==> src/rtl/mls_pkg.sv <==
package mls_pkg;

   typedef enum logic [2:0] {
      ST_IDLE = 3'd0,
      ST_REQ  = 3'd1,
      ST_RSP  = 3'd2,
      ST_WR   = 3'd3,
      ST_DONE = 3'd4
   } mls_state_e;

endpackage

==> src/rtl/mls_ea_calc.sv <==
module mls_ea_calc #(
   parameter int ADDR_W = 32,
   parameter int DISP_W = 16,
   parameter int IDX_W  = 5
) (
   input  logic              string_i,
   input  logic [IDX_W-1:0]  ra_i,
   input  logic              ra0_lit_i,
   input  logic [ADDR_W-1:0] base_val_i,
   input  logic [DISP_W-1:0] disp_i,
   output logic [ADDR_W-1:0] ea_o
);

   logic [ADDR_W-1:0] base_op;
   logic [ADDR_W-1:0] disp_ext;

   // Sign-extend or truncate the displacement depending on widths
   generate
      if (DISP_W < ADDR_W) begin : g_sext
         assign disp_ext = {{(ADDR_W-DISP_W){disp_i[DISP_W-1]}}, disp_i};
      end else begin : g_trunc
         assign disp_ext = disp_i[ADDR_W-1:0];
      end
   endgenerate

   always_comb begin
      base_op = ((ra_i == '0) && ra0_lit_i) ? '0 : base_val_i;
      ea_o    = string_i ? base_op : (base_op + disp_ext);
   end

endmodule

==> src/rtl/mls_packer.sv <==
module mls_packer #(
   parameter int  BYTES  = 4,
   localparam int DATA_W = 8 * BYTES,
   localparam int LANE_W = $clog2(BYTES)
) (
   input  logic              clk,
   input  logic              rst_n,
   input  logic              clear_i,
   input  logic              word_load_i,
   input  logic              byte_load_i,
   input  logic [LANE_W-1:0] lane_i,
   input  logic [DATA_W-1:0] data_i,
   output logic [DATA_W-1:0] acc_o
);

   // One byte register per lane; lane 0 (first byte) lands in the top byte
   generate
      for (genvar g = 0; g < BYTES; g++) begin : g_lane
         logic [7:0] q;
         always_ff @(posedge clk or negedge rst_n) begin
            if (!rst_n) begin
               q <= '0;
            end else if (clear_i) begin
               q <= '0;
            end else if (word_load_i) begin
               q <= data_i[8*g +: 8];
            end else if (byte_load_i && (lane_i == LANE_W'(BYTES-1-g))) begin
               q <= data_i[7:0];
            end
         end
         assign acc_o[8*g +: 8] = q;
      end
   endgenerate

endmodule

==> src/rtl/mls_idx_track.sv <==
module mls_idx_track #(
   parameter int  REG_CNT = 32,
   parameter int  NB_W    = 5,
   parameter int  BYTES   = 4,
   localparam int IDX_W   = $clog2(REG_CNT),
   localparam int CNT_W   = NB_W + 1,
   localparam int LANE_W  = $clog2(BYTES)
) (
   input  logic             clk,
   input  logic             rst_n,
   input  logic             init_i,
   input  logic             string_i,
   input  logic [IDX_W-1:0] rt_i,
   input  logic [IDX_W-1:0] ra_i,
   input  logic [NB_W-1:0]  nb_i,
   input  logic             adv_i,
   output logic [CNT_W-1:0] nbytes_o,
   output logic [IDX_W-1:0] idx_o,
   output logic [IDX_W-1:0] fin_o,
   output logic [IDX_W-1:0] ra_o,
   output logic             last_o,
   output logic             we_ok_o
);

   logic [CNT_W-1:0] regs_needed;
   logic [IDX_W-1:0] fin_nxt;
   logic [IDX_W-1:0] idx_q, fin_q, ra_q;

   always_comb begin
      nbytes_o    = (nb_i == '0) ? CNT_W'(1 << NB_W) : {1'b0, nb_i};
      regs_needed = (nbytes_o + CNT_W'(BYTES-1)) >> LANE_W;
      // Index arithmetic is modulo REG_CNT (power of two)
      fin_nxt     = string_i ? (rt_i + IDX_W'(regs_needed) - IDX_W'(1))
                             : IDX_W'(REG_CNT-1);
   end

   always_ff @(posedge clk or negedge rst_n) begin
      if (!rst_n) begin
         idx_q <= '0;
         fin_q <= '0;
         ra_q  <= '0;
      end else if (init_i) begin
         idx_q <= rt_i;
         fin_q <= fin_nxt;
         ra_q  <= ra_i;
      end else if (adv_i) begin
         idx_q <= idx_q + IDX_W'(1);
      end
   end

   assign idx_o   = idx_q;
   assign fin_o   = fin_q;
   assign ra_o    = ra_q;
   assign last_o  = (idx_q == fin_q);
   assign we_ok_o = (idx_q != ra_q) || (idx_q == fin_q);

endmodule

==> src/rtl/mreg_load_seq.sv <==
module mreg_load_seq
   import mls_pkg::*;
#(
   parameter int  ADDR_W  = 32,
   parameter int  DISP_W  = 16,
   parameter int  REG_CNT = 32,
   parameter int  NB_W    = 5,
   parameter int  BYTES   = 4,
   localparam int IDX_W   = $clog2(REG_CNT),
   localparam int DATA_W  = 8 * BYTES,
   localparam int CNT_W   = NB_W + 1,
   localparam int LANE_W  = $clog2(BYTES)
) (
   input  logic              clk,
   input  logic              rst_n,
   input  logic              start_i,
   input  logic              string_mode_i,
   input  logic [IDX_W-1:0]  rt_i,
   input  logic [IDX_W-1:0]  ra_i,
   input  logic [NB_W-1:0]   nb_i,
   input  logic              ra0_lit_i,
   input  logic [ADDR_W-1:0] base_val_i,
   input  logic [DISP_W-1:0] disp_i,
   output logic              mem_req_valid_o,
   input  logic              mem_req_ready_i,
   output logic [ADDR_W-1:0] mem_req_addr_o,
   output logic              mem_req_word_o,
   input  logic              mem_rsp_valid_i,
   output logic              mem_rsp_ready_o,
   input  logic [DATA_W-1:0] mem_rsp_data_i,
   output logic              rf_we_o,
   output logic [IDX_W-1:0]  rf_idx_o,
   output logic [DATA_W-1:0] rf_data_o,
   output logic              done_o
);

   // Elaboration-time parameter checks
   generate
      if (REG_CNT < 2 || (REG_CNT & (REG_CNT-1)) != 0) begin : g_bad_regcnt
         $error("REG_CNT must be a power of two of at least 2");
      end
      if (BYTES < 2 || (BYTES & (BYTES-1)) != 0) begin : g_bad_bytes
         $error("BYTES must be a power of two of at least 2");
      end
      if (BYTES > (1 << NB_W)) begin : g_bad_nbw
         $error("NB_W too narrow for BYTES");
      end
      if (((1 << NB_W) + BYTES - 1) / BYTES > REG_CNT) begin : g_bad_span
         $error("string length would exceed the register file");
      end
   endgenerate

   mls_state_e        state_q;
   logic              str_q;
   logic [ADDR_W-1:0] addr_q;
   logic [CNT_W-1:0]  left_q;
   logic [LANE_W-1:0] lane_q;

   logic [ADDR_W-1:0] ea;
   logic [CNT_W-1:0]  nbytes;
   logic [IDX_W-1:0]  cur_idx;
   logic [IDX_W-1:0]  fin_lat;
   logic [IDX_W-1:0]  ra_lat;
   logic              is_last;
   logic              we_ok;
   logic [DATA_W-1:0] acc;

   logic accept_start;
   logic rsp_fire;
   logic reg_full;

   assign accept_start = (state_q == ST_IDLE) && start_i;
   assign rsp_fire     = (state_q == ST_RSP) && mem_rsp_valid_i;
   assign reg_full     = (lane_q == LANE_W'(BYTES-1)) || (left_q == CNT_W'(1));

   mls_ea_calc #(
      .ADDR_W (ADDR_W),
      .DISP_W (DISP_W),
      .IDX_W  (IDX_W)
   ) u_ea (
      .string_i   (string_mode_i),
      .ra_i       (ra_i),
      .ra0_lit_i  (ra0_lit_i),
      .base_val_i (base_val_i),
      .disp_i     (disp_i),
      .ea_o       (ea)
   );

   mls_idx_track #(
      .REG_CNT (REG_CNT),
      .NB_W    (NB_W),
      .BYTES   (BYTES)
   ) u_idx (
      .clk      (clk),
      .rst_n    (rst_n),
      .init_i   (accept_start),
      .string_i (string_mode_i),
      .rt_i     (rt_i),
      .ra_i     (ra_i),
      .nb_i     (nb_i),
      .adv_i    ((state_q == ST_WR) && !is_last),
      .nbytes_o (nbytes),
      .idx_o    (cur_idx),
      .fin_o    (fin_lat),
      .ra_o     (ra_lat),
      .last_o   (is_last),
      .we_ok_o  (we_ok)
   );

   mls_packer #(
      .BYTES (BYTES)
   ) u_pack (
      .clk         (clk),
      .rst_n       (rst_n),
      .clear_i     (accept_start || (state_q == ST_WR)),
      .word_load_i (rsp_fire && !str_q),
      .byte_load_i (rsp_fire && str_q),
      .lane_i      (lane_q),
      .data_i      (mem_rsp_data_i),
      .acc_o       (acc)
   );

   always_ff @(posedge clk or negedge rst_n) begin
      if (!rst_n) begin
         state_q <= ST_IDLE;
         str_q   <= 1'b0;
         addr_q  <= '0;
         left_q  <= '0;
         lane_q  <= '0;
      end else begin
         case (state_q)
            ST_IDLE: begin
               if (start_i) begin
                  str_q   <= string_mode_i;
                  addr_q  <= ea;
                  left_q  <= nbytes;
                  lane_q  <= '0;
                  state_q <= ST_REQ;
               end
            end
            ST_REQ: begin
               if (mem_req_ready_i) begin
                  state_q <= ST_RSP;
               end
            end
            ST_RSP: begin
               if (mem_rsp_valid_i) begin
                  if (str_q) begin
                     addr_q  <= addr_q + ADDR_W'(1);
                     left_q  <= left_q - CNT_W'(1);
                     lane_q  <= lane_q + LANE_W'(1);
                     state_q <= reg_full ? ST_WR : ST_REQ;
                  end else begin
                     addr_q  <= addr_q + ADDR_W'(BYTES);
                     state_q <= ST_WR;
                  end
               end
            end
            ST_WR: begin
               lane_q  <= '0;
               state_q <= is_last ? ST_DONE : ST_REQ;
            end
            ST_DONE: begin
               state_q <= ST_IDLE;
            end
            default: begin
               state_q <= ST_IDLE;
            end
         endcase
      end
   end

   assign mem_req_valid_o = (state_q == ST_REQ);
   assign mem_req_addr_o  = addr_q;
   assign mem_req_word_o  = !str_q;
   assign mem_rsp_ready_o = (state_q == ST_RSP);
   assign rf_we_o         = (state_q == ST_WR) && we_ok;
   assign rf_idx_o        = cur_idx;
   assign rf_data_o       = acc;
   assign done_o          = (state_q == ST_DONE);

endmodule

==> config.mk <==
export PLATFORM = sky130hd
export DESIGN_NAME = mreg_load_seq
export DESIGN_NICKNAME = d
export VERILOG_FILES = /design/src/rtl/mls_pkg.sv /design/src/rtl/mls_ea_calc.sv /design/src/rtl/mls_packer.sv /design/src/rtl/mls_idx_track.sv /design/src/rtl/mreg_load_seq.sv
export SDC_FILE = /design/constraint.sdc
export NUM_CORES = 1
export LEC_CHECK = 0
export ABC_CLOCK_PERIOD_IN_PS = 3190
export BUFFER_PORTS_ARGS = -buffer_cell sky130_fd_sc_hd__buf_4
export CAP_MARGIN = 20
export CORE_UTILIZATION = 50
export CTS_CLUSTER_DIAMETER = 120
export DETAILED_ROUTE_END_ITERATION = 16
export PLACE_DENSITY_LB_ADDON = 0.1
export SYNTH_ARGS = -nofsm -noshare
export SYNTH_HDL_FRONTEND = slang
export SYNTH_SLANG_ARGS = --single-unit
==> constraint.sdc <==
create_clock -name clk -period 3.19 [get_ports clk]
set_input_delay 0.1595 -clock clk [delete_from_list [all_inputs] [get_ports clk]]
set_output_delay 0.1595 -clock clk [all_outputs]
set_load 0.05 [all_outputs]
== Word level (Yosys, flattened, before mapping) ==
Cells that the tools add are included.

* Bits in registers: 91
* Input bits: 102
* Output and inout port bits: 74
* Word-level logic and storage cells: 104

* $add $sub $neg: 9
* Equal/unequal tests: 14
* Mux-type cells: 37
* Reduce and logical (&&, ||, !) cells: 32

{| class="wikitable"
|+ Operators with widths
! cell !! count
|-
| 2-to-1 mux 32 bit || 5
|-
| 2-to-1 mux 8 bit || 12
|-
| case mux 32 bit (2 select lines) || 1
|-
| adder 32 x 1 -> 32 bit, second input constant || 1
|-
| adder 32 x 3 -> 32 bit, second input constant || 1
|-
| adder 32 bit || 1
|-
| 2-to-1 mux 6 bit || 4
|-
| 2-to-1 mux 5 bit || 3
|-
| nonzero test 3 bit || 5
|-
| 2-to-1 mux 3 bit || 4
|-
| case mux 3 bit (4 select lines) || 1
|-
| case mux 6 bit (2 select lines) || 1
|-
| logical AND 1 bit || 11
|-
| zero test 5 bit || 2
|-
| 2-to-1 mux 2 bit || 5
|-
| AND reduction 4 bit || 2
|-
| adder 6 x 2 -> 6 bit, second input constant || 1
|-
| equality test 3 x 2 -> 1 bit, second input constant || 2
|-
| equality test 6 x 1 -> 1 bit, second input constant || 1
|-
| case mux 2 bit (3 select lines) || 1
|-
| AND reduction 3 bit || 2
|-
| subtractor 6 x 1 -> 6 bit, second input constant || 1
|-
| adder 5 x 1 -> 5 bit, second input constant || 1
|-
| adder 5 x 4 -> 5 bit || 1
|-
| other kinds (16) || 23
|}

== Logic depth before layout (Yosys ltp) ==
Gate-level depths: netlist of run 1.

* Word-level depth: 7
* Depth in mapped cells: 14
* Gate-level depth less buffers: 13

== By module ==
Synthesis of run 1 repeated with hierarchy kept, for this count alone.

* Cell total of the unflattened synthesis: 974
* Area total of the unflattened synthesis: 7937.6 um^2

{| class="wikitable"
|+ Modules (own cells, without submodules)
! module !! times used !! cells an instance !! area an instance (um^2) !! seq. area each (um^2)
|-
| mreg_load_seq || 1 || 361 || 2946.6 || 1101.1
|-
| mls_ea_calc || 1 || 353 || 2368.5 || 0.0
|-
| mls_packer || 1 || 153 || 1611.5 || 800.8
|-
| mls_idx_track || 1 || 107 || 1011.0 || 375.4
|}

== Worst setup path before layout of run 1 ==
No wires, ideal clock.

* Path kind: input-to-reg
* From: in ra_i[1]
* To: reg addr_q[30] (netlist: mem_req_addr_o[30])
* Setup time: 136 ps
* Arrival time: 2973 ps
* Data required time: 3054 ps
* Setup slack: 82 ps
* Cell stages on the path: 14
* Buffers on the path: 1
* Cells stage by stage: nor4_1 -> nand3b_1 -> clkbuf_1 -> and2_1 -> ha_1 -> fa_1 -> a211oi_1 -> o21ai_1 -> a211oi_1 -> o21ai_2 -> a31oi_1 -> o41ai_2 -> xnor2_1 -> a21oi_1

* Cells in the longest elaborated chain, start to end: 7

{| class="wikitable"
|+ Ends and longest elaborated chain
! what !! line !! source
|-
| from (decl) || mreg_load_seq.sv:19 || <nowiki>input logic [IDX_W-1:0] ra_i,</nowiki>
|-
| zero test 5 bit (*) || mls_ea_calc.sv:27 || <nowiki>base_op = ((ra_i == '0) && ra0_lit_i) ? '0 : base_val_i;</nowiki>
|-
| logical AND 1 bit (*) || mls_ea_calc.sv:27 ||
|-
| 2-to-1 mux 32 bit (*) || mls_ea_calc.sv:27 ||
|-
| adder 32 bit || mls_ea_calc.sv:28 || <nowiki>ea_o = string_i ? base_op : (base_op + disp_ext);</nowiki>
|-
| 2-to-1 mux 32 bit (*) || mls_ea_calc.sv:28 ||
|-
| 2-to-1 mux 32 bit (*) || mreg_load_seq.sv:133 || <nowiki>if (start_i) begin</nowiki>
|-
| case mux 32 bit (2 select lines) (*) || mreg_load_seq.sv:131 || <nowiki>case (state_q)</nowiki>
|-
| to (signal assigned) || mreg_load_seq.sv:149 || <nowiki>addr_q <= addr_q + ADDR_W'(1);</nowiki>
|-
| to (signal assigned) || mreg_load_seq.sv:154 || <nowiki>addr_q <= addr_q + ADDR_W'(BYTES);</nowiki>
|-
| to (decl) || mreg_load_seq.sv:55 || <nowiki>logic [ADDR_W-1:0] addr_q;</nowiki>
|}

Every way passes the cells marked *; elsewhere a longest branch is shown, timed or not. The select of a mux whose other input is x is not followed.
A chain may end at the register's enable or synchronous reset.

== Worst setup path after layout of run 1 ==
* From: in ra_i[1]
* To: reg addr_q[15] (netlist: mem_req_addr_o[15])

The elaborated chain is that of the path after synthesis.

==> results of run 1 <==
==> kinds of logic (layout without fill, tap and decap cells) <==
kind of cell | Yosys count | after routing | share of synthesized area (%)
simple gates | 336 | 336 | 22.69
xor+xnor | 42 | 42 | 4.977
flops | 91 | 91 | 30.81
compound gates | 332 | 332 | 27.37
mux | 9 | 9 | 1.236
fa+ha+maj | 49 | 49 | 8.498
buf+inv | 77 | 307 | 4.418
==> power groups by stage <==
stage               Clock [W]  Combinational, W  Sequential, W
floorplan                   0           0.00190        0.00324
global placement            0           0.00434        0.00219
detailed placement          0           0.00440        0.00220
CTS                   0.00112           0.00441        0.00219
global route          0.00117           0.00477        0.00228
finish                0.00112           0.00443        0.00220
==> per-layer routing <==
| layer | track usage (%) | vias to the layer above | wire length (µm) |
|---|---|---|---|
| li1 | - | 3858 | - |
| met1 | 41.14 | 3746 | 10140 |
| met2 | 49.55 | 322 | 10650 |
| met3 | 2.747 | 48 | 1319 |
| met4 | 11.82 | 0 | 642 |
| met5 | 0 | - | 0 |
==> synthesized netlist by cell type, types with 3 or more instances <==
cell       instances
nor3b_1            4
a21oi_1          107
o21ai_0           91
o22a_1             4
nand3_1           27
clkbuf_1          31
a31oi_1           15
o211ai_1           6
a211oi_1          12
dfrtp_1           91
nand2b_1           3
buf_4              4
a21o_1            18
nor2b_1           18
nor4_1             6
xor2_1            21
nor2_2             5
and2_1            34
o31a_1             3
a2111oi_0          3
a22o_1             9
buf_2             10
nand4_1           15
or3_1              3
mux2i_1            8
ha_1              47
nor2_1            68
and3_1            13
and4_1             7
inv_1             23
o21bai_1           4
o21a_1             3
o21ai_1           13
o22ai_1            5
o41ai_1            3
buf_1              4
xnor2_1           21
or2_2              3
nand3b_1           3
nor3_1            15
nand2_1          102
a31o_2             3
==> tightest hold or removal path, cell delays in order <==
cell and delay (ps):
buf_4 80, nand2_1 40, nand2_1 40
==> sequential cells by signal (all words and copies together), names as in the netlist <==
register / count
mem_req_addr_o: 32
u_pack.g_lane.q: 32
left_q: 6
u_idx.fin_o: 5
u_idx.idx_o: 5
u_idx.ra_o: 5
state_q: 3
lane_q: 2
str_q: 1
==> layout make-up <==
cell class	instances	area [µm²]	share of cell area (%)
inverters	25	93.84	0.9638
well taps	184	230.2	2.364
multi-input cells	768	4813	49.43
repair buffers	267	2019	20.74
clock buffers	12	256.5	2.634
flip-flops and latches	91	2277	23.39
clock inverters	3	46.29	0.4755
==> path summary, 6_finish.rpt <==
kind                                              end  slack [ps]  cells past startpoint
worst max-delay path               mem_req_addr_o[15]         240                     15
worst min-delay path                    u_idx.ra_o[4]           5                      3
min in group asynchronous              u_idx.idx_o[1]         310                      2
worst min register to register  u_pack.g_lane[1].q[2]         480                      2
max in group asynchronous              u_idx.fin_o[2]        2080                      3
worst max register to register  u_pack.g_lane[1].q[7]         530                      7
==> through the flow <==
stage               hold slack [ps]  std cells  cell area [µm²]  setup TNS (ps)
finish                        4.579       1350             9737               0
detailed placement            149.5       1334             9398          -780.7
global route                  12.25       1350             9737               0
CTS                           4.821       1350             9711               0
floorplan                    -136.1        936             7391               0
global placement              145.9       1334             9398          -644.0
==> timing repair <==
action	CTS	global route
resized for setup	0	6
hold endpoints to repair	31	0
hold buffers	1	0
endpoints found under the setup margin	0	4
==> metrics.cfg, run 1 <==
[cts]
cts-buffers-inserted = 9
clk_pin_slew_ps = 70
cts_htree_levels = 3
cts_tree = done
clock_latency_ps = 350
cts.sinks = 91
root_buffer = clkbuf_16
post_cts_buffers = 0
clk_path_buf_depth = 2

[logic_synthesis]
yosysTopAreaCell = dfrtp_1
netlist_instances = 936
synth_ff_type = dfrtp_1
ys.warnings.count = 0
ys_ff_latch = 91
synth_area_leaders = dfrtp_1 (31%), ha_1 (8.0%), a21oi_1 (7.2%)
postSynthAreaPerCell_um2 = 7.896
synth_edf_count = 0
postSynth.asyncResetShare_pct = 100.0
synth_nets = 1087
syn-cell-area_um2 = 7391
synth_top_area_share_pct = 30.81
ys_seq_area_share_pct = 30.81
synth.distinct_cells = 80

[place]
hpwl_mm = 17.28
port_buffers = 175
pre_cts_slack_ps = -139.9
gp_congestion = 0.9586

[timing]
worst_slew_pin_slew_ps = 634.6
fmax_mhz = 339.3
fin_crit_sh_pct = 92.38
slew_viol_final = 0
rsz0062_at_grt = no
relSlewSlack_pct = 57.41
setup_ws_ps = 242.9
final.setup_skew_ps = 8.370
finalCriticalPeriod_ps = 2947
finalHoldViolations = 0
setup_viol = 0

[routing]
routed_wl_mm = 22.75
route.detailed.drc = 0
routedWlPerCell_um = 16.85
drtIter0Drc = 602
num_vias = 7974
antenna_left = 0
firstDrtPassIters = 5
routed_via_density = 5.907

[final_layout]
diodes = 0
final_core_utilization_pct = 67.25
syn_to_final_growth_pct = 31.74
nets = 1313
final_common_cell = buf_4
final_cell_mix = buf_4 (265), a21oi_1 (107), nand2_1 (102), o21ai_0 (91), dfrtp_1 (91)
nFillCells = 1315
drive_gt1_share_pct = 26.33

[worst_hold_path]
min_path_type = input pin to flip-flop
min_from = ra_i[4]

[global_route]
grt_pass1_vias = 7225
grt_first_pass_wirelength_mm = 36.08
grt_antenna_before_repair = 0
gr-total-overflow = 0
grt_max_degree = 41
grt.total_usage_pct = 30.24

[worst_setup_path]
cp_slowest_cell = a2111oi_1
arrival_ps = 3170
crit_type = input pin to flip-flop
cp-start-kind = input pin
critPathBufInv = 3
crit_fanout = 8
rr_startpoint = state_q[0]
critPathLaunch = ra_i[1]
crit_chain = buf_4 > nor4_1 > nand3b_1 > buf_4 > and2_1 > ha_1 > a211oi_1 > buf_4 > o21ai_1 > a31o_2 > a21o_1 > a21oi_1 > o21ai_1 > xnor2_1 > a2111oi_1
end_kind = flip-flop
cp_top_family = compound AO/OA/AOI/OAI gates
critical_path_required_ps = 3420
slowest_delay_ps = 380
cp_common_cell = buf_4

[floorplanning]
coreArea_um2 = 14480
die_area_um2 = 15270
num_rows = 44
fp.dieH_um = 123.6
die_w_um = 123.6
start_util_pct = 51.05
ios = 176

[pwr]
p_leak_nw = 4.545
p_per_area_nw_per_um2 = 795.3
seq_power_share_pct = 28.4
vdd_drop_max_mv = 0.4486
intPower_w = 0.003789
p_comb_share_pct = 57.2
p_sw_w = 0.003956
finalPower_w = 0.007744
swShare_pct = 51.08
p_clk_share_pct = 14.4

[run]
maxCapViolations = 0

[run_status]
outcome = finished clean

Note: power is estimated with default switching activity, not from simulation.
==> run 2, diff against run 1 <==
--- a/config.mk
+++ b/config.mk
@@ -14,4 +14,5 @@
 export PLACE_DENSITY_LB_ADDON = 0.1
 export SYNTH_ARGS = -nofsm -noshare
 export SYNTH_HDL_FRONTEND = slang
+export SYNTH_HIERARCHICAL = 1
 export SYNTH_SLANG_ARGS = --single-unit
==> run 2 against run 1 <==
Net effect:
- the flow now finishes with violations (hold timing)
- fmax fell by 4.0%
- sequential power is 9.5% higher
- final cell count rose by 3.4%
- register-to-register slack improved by 170 ps
- global-route usage decreased by 2.8 points
- critical path type unchanged
- critical endpoint is now mem_req_addr_o[29]
- largest power group unchanged
- highest routed layer unchanged
==> metrics.cfg, run 2 <==
[timing]
setup_viol = 0
fin_crit_sh_pct = 96.22
final.setup_skew_ps = 7.593
finalCriticalPeriod_ps = 3069
fmax_mhz = 325.8
relSlewSlack_pct = 32.63
rsz0062_at_grt = yes
fin_hold_ws_ps = -42.03
worst_slew_pin_slew_ps = 1006
slew_viol_final = 0
setup_ws_ps = 120.6
finalHoldViolations = 53

[cts]
clk_pin_slew_ps = 70
cts_htree_levels = 3
post_cts_buffers = 0
cts.sinks = 91
cts-buffers-inserted = 9
root_buffer = clkbuf_16
clk_path_buf_depth = 2
post_cts_resized = 0
cts_hold_buf = 0
clock_latency_ps = 340
cts_tree = done

[logic_synthesis]
ys.warnings.count = 6
synth_area_leaders = dfrtp_1 (29%), ha_1 (7.1%), a21oi_1 (6.0%)
ys_top_cells_by_count = nand2_1 (123), a21oi_1 (95), dfrtp_1 (91), o21ai_0 (71), nor2_1 (67)
yosysTopAreaCell = dfrtp_1
postSynth.asyncResetShare_pct = 100.0
postSynthAreaPerCell_um2 = 8.150
yosysMostFrequentCell = nand2_1
synth_edf_count = 0
ys_seq_area_share_pct = 28.69
synth_ff_type = dfrtp_1
synth_nets = 1123
syn-cell-area_um2 = 7938
netlist_instances = 974
synth.distinct_cells = 88
synth_top_area_share_pct = 28.69
ys_ff_latch = 91

[global_route]
grt_first_pass_wirelength_mm = 35.99
gr-total-overflow = 0
grt_antenna_before_repair = 0
grt.total_usage_pct = 27.39
grt_max_degree = 75
grt_pass1_vias = 7268

[pwr]
p_leak_nw = 4.583
p_per_area_nw_per_um2 = 875.3
finalPower_w = 0.008855
vdd_drop_max_mv = 0.6163

[worst_setup_path]
crit_type = input pin to flip-flop
arrival_ps = 3280
rrSetupSlack_ps = 700
cp_slowest_cell = or3_1
critical_path.endpoint = mem_req_addr_o[29]
slowest_delay_ps = 380
rr_startpoint = state_q[0]
r2r_cells = 9
crit_fanout = 32
end_kind = flip-flop
critPathLaunch = ra_i[4]
critical_path_required_ps = 3400
r2r-end = u_pack/g_lane[1].q[4]
crit_chain = buf_4 > nor4b_2 > nand2_1 > buf_12 > and2_1 > ha_1 > a21o_1 > a31o_1 > a31oi_1 > o21ai_1 > or2_4 > a21oi_2 > a211o_2 > o311ai_2 > or3_1 > o21ai_0 > nor3b_1
cp-start-kind = input pin

[run_status]
violations = hold timing
outcome = complete, but fails checks

[run]
maxCapViolations = 0

[final_layout]
nets = 1330
syn_to_final_growth_pct = 27.46
nFillCells = 1396
final_cell_mix = buf_4 (251), nand2_1 (123), a21oi_1 (93), dfrtp_1 (91), o21ai_0 (70)
diodes = 0
final_common_cell = buf_4
drive_gt1_share_pct = 29.11

[place]
port_buffers = 175
hpwl_mm = 16.84
pre_cts_slack_ps = -343.5
gp_congestion = 0.9063

[floorplanning]
start_util_pct = 51.64
coreArea_um2 = 15370
fp.dieH_um = 128.0
die_area_um2 = 16380
die_w_um = 128.0
ios = 176
num_rows = 45

[routing]
firstDrtPassIters = 5
route.detailed.drc = 0
routed_via_density = 5.692
routed_wl_mm = 22.25
num_vias = 7946
drtIter0Drc = 662
routedWlPerCell_um = 15.94
antenna_left = 0

[worst_hold_path]
min_path_type = input pin to async pin

[run 2: final cells by class]
type / count / area, µm² / share of cell area, %
flip-flops and latches: 91 / 2277 / 22.51
repair buffers: 252 / 1904 / 18.82
clock inverters: 6 / 41.29 / 0.4081
inverters: 29 / 108.9 / 1.076
multi-input cells: 798 / 5296 / 52.35
well taps: 211 / 264.0 / 2.609
clock buffers: 9 / 225.2 / 2.226
[run 2: where the power goes]
part	switching (W)	internal (W)	total (W)
logic	0.00344	0.00203	0.00546
registers	0.000702	0.00171	0.00241
clock network	0.000459	0.000525	0.000984
[run 2: kinds of logic after synthesis]
logic type / share of synthesized area [%]
buffers and inverters: 5.091
adder cells (fa/ha/maj): 7.598
AO/OA/AOI/OAI: 22.98
XOR/XNOR: 4.634
multiplexers: 6.148
AND/OR/NAND/NOR: 24.86
flip-flops: 28.69
[run 2: routing by layer]
| metal | up-vias | GRT usage [%] | share of wire [%] |
|---|---|---|---|
| met5 | - | 0 | 0 |
| met4 | 0 | 7.474 | 2.1 |
| met3 | 33 | 3.589 | 5.6 |
| met2 | 279 | 44.76 | 47 |
| met1 | 3717 | 38.07 | 46 |
| li1 | 3917 | - | - |
[run 2: metrics by stage]
step           std cells  hold slack, ps  util (%)  area, µm²  TNS (ps)
2_1_floorplan        974          -136.1         -       7938         0
3_3_place_gp        1381           361.5     63.87       9817     -2580
3_5_place_dp        1381           367.1     63.87       9817     -3989
4_1_cts             1396           4.458     65.60      10080         0
5_1_grt             1396           43.77     65.82      10120    -121.1
6_report            1396          -42.03     65.82      10120         0
[run 2: worst min-delay path by stage]
stage / end / cells after the start / slack [ps] / from
final: mem_req_addr_o[14] / 1 / -40 / rst_n
after CTS: mem_req_addr_o[8] / 1 / 4 / rst_n
after global placement: mem_req_addr_o[9] / 1 / 360 / rst_n
after detailed placement: u_pack/g_lane[0].q[0] / 1 / 370 / rst_n
after floorplan: lane_q[0] / 0 / -140 / rst_n
after global routing: mem_req_addr_o[7] / 1 / 40 / rst_n
[run 2: critical path, delay by kind of cell]
family / cells / cell delay (ps)
buffers and inverters: 2 / 290
adder cells (fa/ha/maj): 1 / 280
AND/OR/NAND/NOR: 6 / 1280
AO/OA/AOI/OAI: 8 / 1250
==> run 3, diff against run 2 <==
--- a/config.mk
+++ b/config.mk
@@ -6,7 +6,7 @@
 export NUM_CORES = 1
 export LEC_CHECK = 0
 export ABC_CLOCK_PERIOD_IN_PS = 3190
-export BUFFER_PORTS_ARGS = -buffer_cell sky130_fd_sc_hd__buf_4
+export BUFFER_PORTS_ARGS = -buffer_cell sky130_fd_sc_hd__buf_2
 export CAP_MARGIN = 20
 export CORE_UTILIZATION = 50
 export CTS_CLUSTER_DIAMETER = 120
==> run 3 against run 2 <==
Net effect:
- the flow now finishes without violations
- largest cell class unchanged
- sequential share of layout area rose by 0.73 points
- worst hold slack improved by 84 ps
- fmax barely moved
- sequential power barely moved
- highest routed layer unchanged
- utilization fell by 2.1 points
- die area did not move
- global-route usage rose by 0.084 points
==> metrics.cfg, run 3 (synthesis results as in run 2) <==
[timing]
rsz0062_at_grt = yes
relSlewSlack_pct = 32.89
fin_crit_sh_pct = 96.18
final.setup_skew_ps = 8.108
slew_viol_final = 0
finalHoldViolations = 0
setup_viol = 0
fmax_mhz = 325.9
finalCriticalPeriod_ps = 3068
setup_ws_ps = 121.9
worst_slew_pin_slew_ps = 1002

[place]
hpwl_mm = 16.87
port_buffers = 175
gp_congestion = 0.9061
place_area_um2 = 9442
pre_cts_slack_ps = -400.4

[worst_setup_path]
rrSetupSlack_ps = 700
rr_startpoint = state_q[0]
r2r_cells = 8
crit_fanout = 32
crit_type = input pin to flip-flop
critPathLaunch = ra_i[4]
cp-start-kind = input pin
critical_path.endpoint = mem_req_addr_o[29]
r2r-end = u_pack/g_lane[3].q[5]
critical_path_required_ps = 3400
arrival_ps = 3280
end_kind = flip-flop

[routing]
routedWlPerCell_um = 15.91
route.detailed.drc = 0
antenna_left = 0
drtIter0Drc = 632
routed_via_density = 5.722
routed_wl_mm = 22.39
num_vias = 8051
firstDrtPassIters = 5

[final_layout]
seqCellArea_um2 = 2277
final_cell_mix = buf_2 (174), nand2_1 (123), a21oi_1 (93), dfrtp_1 (91), buf_4 (86)
final_common_cell = buf_2
drive_gt1_share_pct = 29.85
diodes = 0
syn_to_final_growth_pct = 23.46
nets = 1340
fin_area_um2 = 9799
nFillCells = 1431
multi_input_area_um2 = 5294

[global_route]
grt_antenna_before_repair = 0
grt_max_degree = 58
grt_pass1_vias = 7343
grt_first_pass_wirelength_mm = 36.21
grt.total_usage_pct = 27.48
gr-total-overflow = 0

[worst_hold_path]
min_path_type = input pin to flip-flop

[floorplanning]
num_rows = 45
start_util_pct = 51.64
die_w_um = 128.0
die_area_um2 = 16380
fp.dieH_um = 128.0
ios = 176
coreArea_um2 = 15370

[pwr]
p_leak_nw = 4.511
vdd_drop_max_mv = 0.7626
p_per_area_nw_per_um2 = 886.4

[run_status]
outcome = finished clean

[run]
maxCapViolations = 0

[cts]
root_buffer = clkbuf_16
clk_pin_slew_ps = 60
clk_path_buf_depth = 2
cts-buffers-inserted = 9
cts_tree = done
clock_latency_ps = 340
cts.sinks = 91
cts_htree_levels = 3

[run 3: cell types whose count changed in the layout (fill, tap and decap cells not counted), sizes merged]
| cell | previous run | this run |
|---|---|---|
| buf | 252 | 261 |
| bufinv | 0 | 1 |
| clkbuf | 9 | 10 |
| clkinv | 6 | 3 |
| dlygate4sd3 | 0 | 1 |
| inv | 29 | 31 |
[run 3: where the power goes]
group	internal (W)	leakage, nW	switching, W
combinational	0.00175	3.27	0.00343
clock	0.000638	0.154	0.000478
sequential	0.00171	1.08	0.000690
total	0.00409	4.51	0.00460
[run 3: worst min-delay path by stage]
stage / from / end / slack, ps / depth (start not counted)
after global placement: rst_n / mem_req_addr_o[9] / 280 / 1
after floorplan: rst_n / lane_q[0] / -140 / 0
after CTS: rt_i[2] / u_idx/idx_o[2] / 30 / 3
after detailed placement: rst_n / u_pack/g_lane[0].q[0] / 270 / 1
after global routing: rt_i[2] / u_idx/idx_o[2] / 60 / 3
final: rt_i[2] / u_idx/idx_o[2] / 40 / 3
[run 3: area by class of cell]
class                      instances  area share [%]
multi-input combinational        798           54.02
clock inverter                     6          0.7150
clock buffer                      10           2.439
sequential                        91           23.24
tap                              211           2.694
timing repair buffer             262           15.78
inverter                          29           1.111
[run 3: stage by stage]
stage               power, W  hold WS [ps]  utilization, %  cells  setup TNS, ps
CTS                 0.008689         26.99           63.55   1407              0
detailed placement  0.007546         272.7           61.42   1389          -2807
finish              0.008687         42.14           63.75   1407              0
global route        0.009240         62.45           63.75   1407         -30.89
floorplan           0.006237        -136.1               -    974              0
global placement    0.007469         275.3           61.42   1389          -2312
[run 3: worst max-delay path, stage by stage]
cell	delay (ps)
buf_2	110
nor4b_2	250
nand2_1	120
buf_12	170
and2_1	180
ha_1	300
a21o_1	220
a31o_1	250
a31oi_2	210
o21ai_2	100
or2_4	280
a21oi_2	170
a211o_2	150
o311ai_2	70
or3_1	380
o21ai_0	80
nor3b_1	70
[run 3: routing by layer]
| layer | global-route usage [%] | up-vias | share of wire, % |
|---|---|---|---|
| li1 | - | 3949 | - |
| met1 | 37.37 | 3828 | 46 |
| met2 | 45.36 | 238 | 47 |
| met3 | 4.341 | 36 | 5.4 |
| met4 | 7.336 | 0 | 2.0 |
| met5 | 0 | - | 0 |
[run 3: timing repair]
action	4_1_cts	5_1_grt
pin swaps	1	1
buffers inserted	1	0
resized for setup	1	10
endpoints found under the hold margin	55	0
endpoints found under the setup margin	1	8
hold buffers	1	0
